--- src/rtl/rstc_pkg.sv ---
package rstc_pkg;
   localparam int REG_W        = 32;
   localparam int POR_BIT      = 31;
   localparam int SOFT_PWR_BIT = 30;
   localparam int SOFT_EXT_BIT = 29;
   localparam int SLOT_SEL_BIT = 2;
   localparam logic [REG_W-1:0] KEEP_MASK = 32'hF800_0000;
   localparam logic [REG_W-1:0] CLR_MASK  = 32'h9800_0000;
   localparam logic [REG_W-1:0] SET_MASK  = 32'h6000_0000;

   typedef struct packed {
      logic             hit;
      logic [REG_W-1:0] data;
      logic             req;
      logic             rearm;
   } wr_cmd_t;
endpackage

--- src/rtl/rstc_wr_decode.sv ---
module rstc_wr_decode
   import rstc_pkg::*;
#(
   parameter int DATA_W = 32
) (
   input  logic              acc_en,
   input  logic              acc_we,
   input  logic              acc_addr,
   input  logic [DATA_W-1:0] acc_wdata,
   input  logic              sys_rst,
   output wr_cmd_t           cmd
);
   logic [DATA_W-1:0] masked;

   always_comb begin
      masked    = acc_wdata & KEEP_MASK;
      cmd.hit   = acc_en & acc_we & acc_addr & ~sys_rst;
      cmd.data  = masked;
      cmd.req   = 1'b0;
      cmd.rearm = 1'b0;
      if (cmd.hit) begin
         if (masked[SOFT_PWR_BIT]) begin
            cmd.req   = 1'b1;
            cmd.rearm = 1'b1;
         end else if (masked[SOFT_EXT_BIT]) begin
            cmd.req   = 1'b1;
         end
      end
   end
endmodule

--- src/rtl/rstc_status_reg.sv ---
module rstc_status_reg
   import rstc_pkg::*;
#(
   parameter int DATA_W = 32
) (
   input  logic              clk,
   input  logic              por_n,
   input  logic              sys_rst,
   input  wr_cmd_t           cmd,
   output logic [DATA_W-1:0] stat_q,
   output logic              armed_q
);
   always_ff @(posedge clk or negedge por_n) begin
      if (!por_n)                 armed_q <= 1'b1;
      else if (sys_rst)           armed_q <= 1'b0;
      else if (cmd.rearm)         armed_q <= 1'b1;
   end

   for (genvar i = 0; i < DATA_W; i++) begin : g_bit
      if (!KEEP_MASK[i]) begin : g_unused
         assign stat_q[i] = 1'b0;
      end else begin : g_flag
         logic b_q;
         always_ff @(posedge clk or negedge por_n) begin
            if (!por_n) begin
               b_q <= 1'b0;
            end else if (sys_rst) begin
               if (armed_q) b_q <= (i == POR_BIT);
            end else if (cmd.hit) begin
               if (CLR_MASK[i] && cmd.data[i])      b_q <= 1'b0;
               else if (SET_MASK[i] && cmd.data[i]) b_q <= 1'b1;
            end
         end
         assign stat_q[i] = b_q;
      end
   end
endmodule

--- src/rtl/rstc_req_pulse.sv ---
module rstc_req_pulse (
   input  logic clk,
   input  logic por_n,
   input  logic req_in,
   output logic req_q
);
   always_ff @(posedge clk or negedge por_n) begin
      if (!por_n) req_q <= 1'b0;
      else        req_q <= req_in;
   end
endmodule

--- src/rtl/rst_cause_ctrl.sv ---
module rst_cause_ctrl
   import rstc_pkg::*;
#(
   parameter int DATA_W = 32
) (
   input  logic              clk,
   input  logic              por_n,
   input  logic              sys_rst,
   input  logic              acc_en,
   input  logic              acc_we,
   input  logic              acc_addr,
   input  logic [DATA_W-1:0] acc_wdata,
   output logic [DATA_W-1:0] acc_rdata,
   output logic              rst_req
);
   if (DATA_W != REG_W) begin : g_bad_width
      $error("rst_cause_ctrl: DATA_W must equal %0d", REG_W);
   end

   wr_cmd_t           cmd;
   logic [DATA_W-1:0] stat_q;
   logic              armed_q;

   rstc_wr_decode #(.DATA_W(DATA_W)) dec_i (
      .acc_en(acc_en), .acc_we(acc_we), .acc_addr(acc_addr),
      .acc_wdata(acc_wdata), .sys_rst(sys_rst), .cmd(cmd)
   );

   rstc_status_reg #(.DATA_W(DATA_W)) reg_i (
      .clk(clk), .por_n(por_n), .sys_rst(sys_rst), .cmd(cmd),
      .stat_q(stat_q), .armed_q(armed_q)
   );

   rstc_req_pulse pulse_i (
      .clk(clk), .por_n(por_n), .req_in(cmd.req), .req_q(rst_req)
   );

   assign acc_rdata = acc_addr ? stat_q : '0;
endmodule

--- config.mk ---
export PLATFORM = sky130hd
export DESIGN_NAME = rst_cause_ctrl
export DESIGN_NICKNAME = d
export VERILOG_FILES = /design/src/rtl/rstc_pkg.sv /design/src/rtl/rstc_wr_decode.sv /design/src/rtl/rstc_status_reg.sv /design/src/rtl/rstc_req_pulse.sv /design/src/rtl/rst_cause_ctrl.sv
export SDC_FILE = /design/constraint.sdc
export NUM_CORES = 1
export LEC_CHECK = 0
export BUFFER_PORTS_ARGS = -buffer_cell sky130_fd_sc_hd__buf_2
export CORE_MARGIN = 4
export CORE_UTILIZATION = 24
export DETAILED_ROUTE_END_ITERATION = 7
export GPL_TIMING_DRIVEN = 0
export PLACE_DENSITY_LB_ADDON = 0.1
export SYNTH_ARGS = -nofsm -noshare
export SYNTH_HDL_FRONTEND = slang
export SYNTH_SLANG_ARGS = --single-unit
--- constraint.sdc ---
create_clock -name clk -period 1 [get_ports clk]
set_clock_uncertainty 0.15 [all_clocks]
set_input_delay 0.05 -clock clk [delete_from_list [all_inputs] [get_ports clk]]
set_output_delay 0.05 -clock clk [all_outputs]
set_load 0.03 [all_outputs]
==> impl_metrics.py <==
metrics = {
    "outcome": {
        "status": "complete, but fails checks",
        "failed_checks": "negative setup slack",
    },
    "routing": {
        "dr.first_iter.drc_count": 0,
        "routedWlPerCell_um": 6.38,
        "wl_um": 797,
        "drc": 0,
        "vias": 362,
        "drtAntennaViolNets": 0,
        "vias_per_cell": 2.90,
        "dr.pass1.iters": 1,
    },
    "die": {
        "dieArea_um2": 2540,
        "fp.dieW_um": 50.4,
        "coreArea_um2": 1710,
        "floorplan.initialDensity": 0.253,
        "rows": 15,
        "io_pins": 71,
        "die_h_um": 50.4,
    },
    "timing": {
        "hold_viol_final": 0,
        "timing.final.ws_setup_ns": -0.0722,
        "setup_viol_count_final": 5,
        "rsz0062_at_grt": "true",
        "min_period_over_period": 1.07,
        "timing.fmax_mhz": 933,
        "drv_slew": 0,
        "layout_min_cycle_time_ns": 1.07,
    },
    "cts": {
        "htree_levels": 1,
        "clkTransAtPathRegs_ns": 0.04,
        "cts.sinks": 5,
        "cts_root_buf": "clkbuf_4",
        "cts-buffers-inserted": 3,
        "clockBufferDepth": 2,
        "insertion_delay_ns": 0.24,
        "cts_tree": "done",
    },
    "worst_setup_path": {
        "worstPathMaxFanout": 2,
        "critPathLaunchType": "flop",
        "critPathRequiredTime_ns": 0.80,
        "arrival_ns": 0.87,
        "end_kind": "primary output",
        "path_class": "flop to primary output",
    },
    "global_route": {
        "use_met1": 0.0722,
        "grtUsageMet2": 0.0957,
        "grtUsageTotal": 0.0644,
        "grt_max_degree": 6,
        "antenna_found_initial": 0,
        "busiest_layer": "met2",
        "grt_pass1_wl_um": 1250,
        "grt_pass1_vias": 305,
        "overflow": 0,
        "met3_usage": 0.0326,
    },
    "power_and_ir_drop": {
        "leakage_nw": 0.466,
        "vdd_drop_max_uv": 421,
        "p_per_area_nw_per_um2": 1250,
    },
    "placement": {
        "dp_slack_ns": -0.0300,
        "port_buffers": 12,
        "place.gp.congestion": 0.641,
        "dp.cells": 112,
    },
    "synth": {
        "postSynthAreaPerCell_um2": 9.18,
        "synthCells": 47,
        "yosysTopAreaCell": "buf_4",
        "ys_warn_count": 0,
        "ys_ff_latch": 5,
        "synth_cell_type_count": 11,
        "synth_area_leaders": "buf_4 50%, dfrtp_1 23%, dfstp_2 6.1%, a22o_1 6.1%, and2_1 4.3%",
        "netlist_area_um2": 432,
        "synth_top_area_frac": 0.504,
        "ys_seq_area_frac": 0.293,
    },
    "final_layout": {
        "syn2layout_area_growth_pct": 77.4,
        "final_cell_mix": "32 x buf_4, 29 x conb_1, 9 x buf_2",
        "final_cells": 125,
        "final_net_count": 139,
        "diodes": 0,
        "mostFrequentLayoutCell": "buf_4",
        "fillCellCount": 171,
        "drive_gt1_frac": 0.530,
    },
    "job": {
        "maxCapViolations": 0,
    },
    "worst_hold_path": {
        "hold_path.class": "input port to asynchronous set/reset pin",
    },
}
[registers in the layout (all words and copies together), names as in the netlist]
name / flops
reg_i.g_bit.g_flag.b_q: 3
pulse_i.req_q: 1
reg_i.armed_q: 1
[cell usage after synthesis, drive strengths merged]
library cell,number
o21a,1
and4b,1
nand2,1
inv,1
and2,3
buf,29
dfstp,1
a22o,3
conb,1
a21oi,2
dfrtp,4
[cell families after synthesis]
logic type / Yosys count / share of synthesized area
buf+inv: 30 / 0.513
compound gates: 6 / 0.101
flops: 5 / 0.293
simple gates: 5 / 0.0840
other cells: 1 / 0.00869
[critical path, stage by stage, from the launching register on]
cell,delay (ns)
dfrtp_1,0.37
and2_4,0.14
buf_6,0.13
[final cells by class]
cell class / count / area [µm²] / area share
Buffer: 29 / 218 / 0.284
Clock buffer: 4 / 26.3 / 0.0343
Inverter: 1 / 3.75 / 0.00490
Multi-Input combinational cell: 40 / 199 / 0.260
Sequential cell: 5 / 126 / 0.165
Tap cell: 25 / 31.3 / 0.0408
Timing Repair Buffer: 21 / 161 / 0.211
[where the power goes]
part	total (mW)	switching, mW	internal (mW)	leakage, nW
clock network	0.230	0.0790	0.151	0.0150
logic	0.472	0.251	0.222	0.391
registers	0.255	0.0166	0.238	0.0600
total	0.957	0.346	0.611	0.466
[layer usage]
layer	vias to the layer above	share of wire	wire, µm
met3	0	0.14	110
li1	199	-	-
met5	-	0	0
met2	23	0.48	383
met4	0	0	0
met1	140	0.38	304
[path summary, 6_finish.rpt]
check                                           start                         end  slack [ns]  depth (start not counted)
setup / recovery           reg_i.g_bit[31].g_flag.b_q               acc_rdata[31]       -0.07                          2
hold / removal                                  por_n  reg_i.g_bit[31].g_flag.b_q       0.009                          2
setup reg to reg                        reg_i.armed_q  reg_i.g_bit[29].g_flag.b_q       -0.03                          2
max in group asynchronous                       por_n               reg_i.armed_q        0.48                          2
min in group clk                               acc_we               pulse_i.req_q        0.09                          3
hold reg to reg                         reg_i.armed_q  reg_i.g_bit[30].g_flag.b_q        0.42                          2
[through the flow]
stage	TNS (ns)	hold WS, ns	area (µm²)	total power [mW]	utilization
after detailed placement	-0.0572	-0.278	628	0.622	0.368
after CTS	-0.291	0.00725	766	0.964	0.448
final	-0.260	0.00855	766	0.957	0.448
after global placement	-0.0462	-0.280	628	0.619	0.368
after floorplan	-0.00583	-0.396	537	0.569	-
after global routing	-0.429	0.0158	766	1.02	0.448
[repair_timing]
item,CTS,global route
gates resized for setup,10,0
setup endpoints to repair,5,5
setup buffers,3,0
pin swaps,3,0
hold buffers,6,0
hold endpoints to repair,10,0
(Power assumes the default switching activity.)
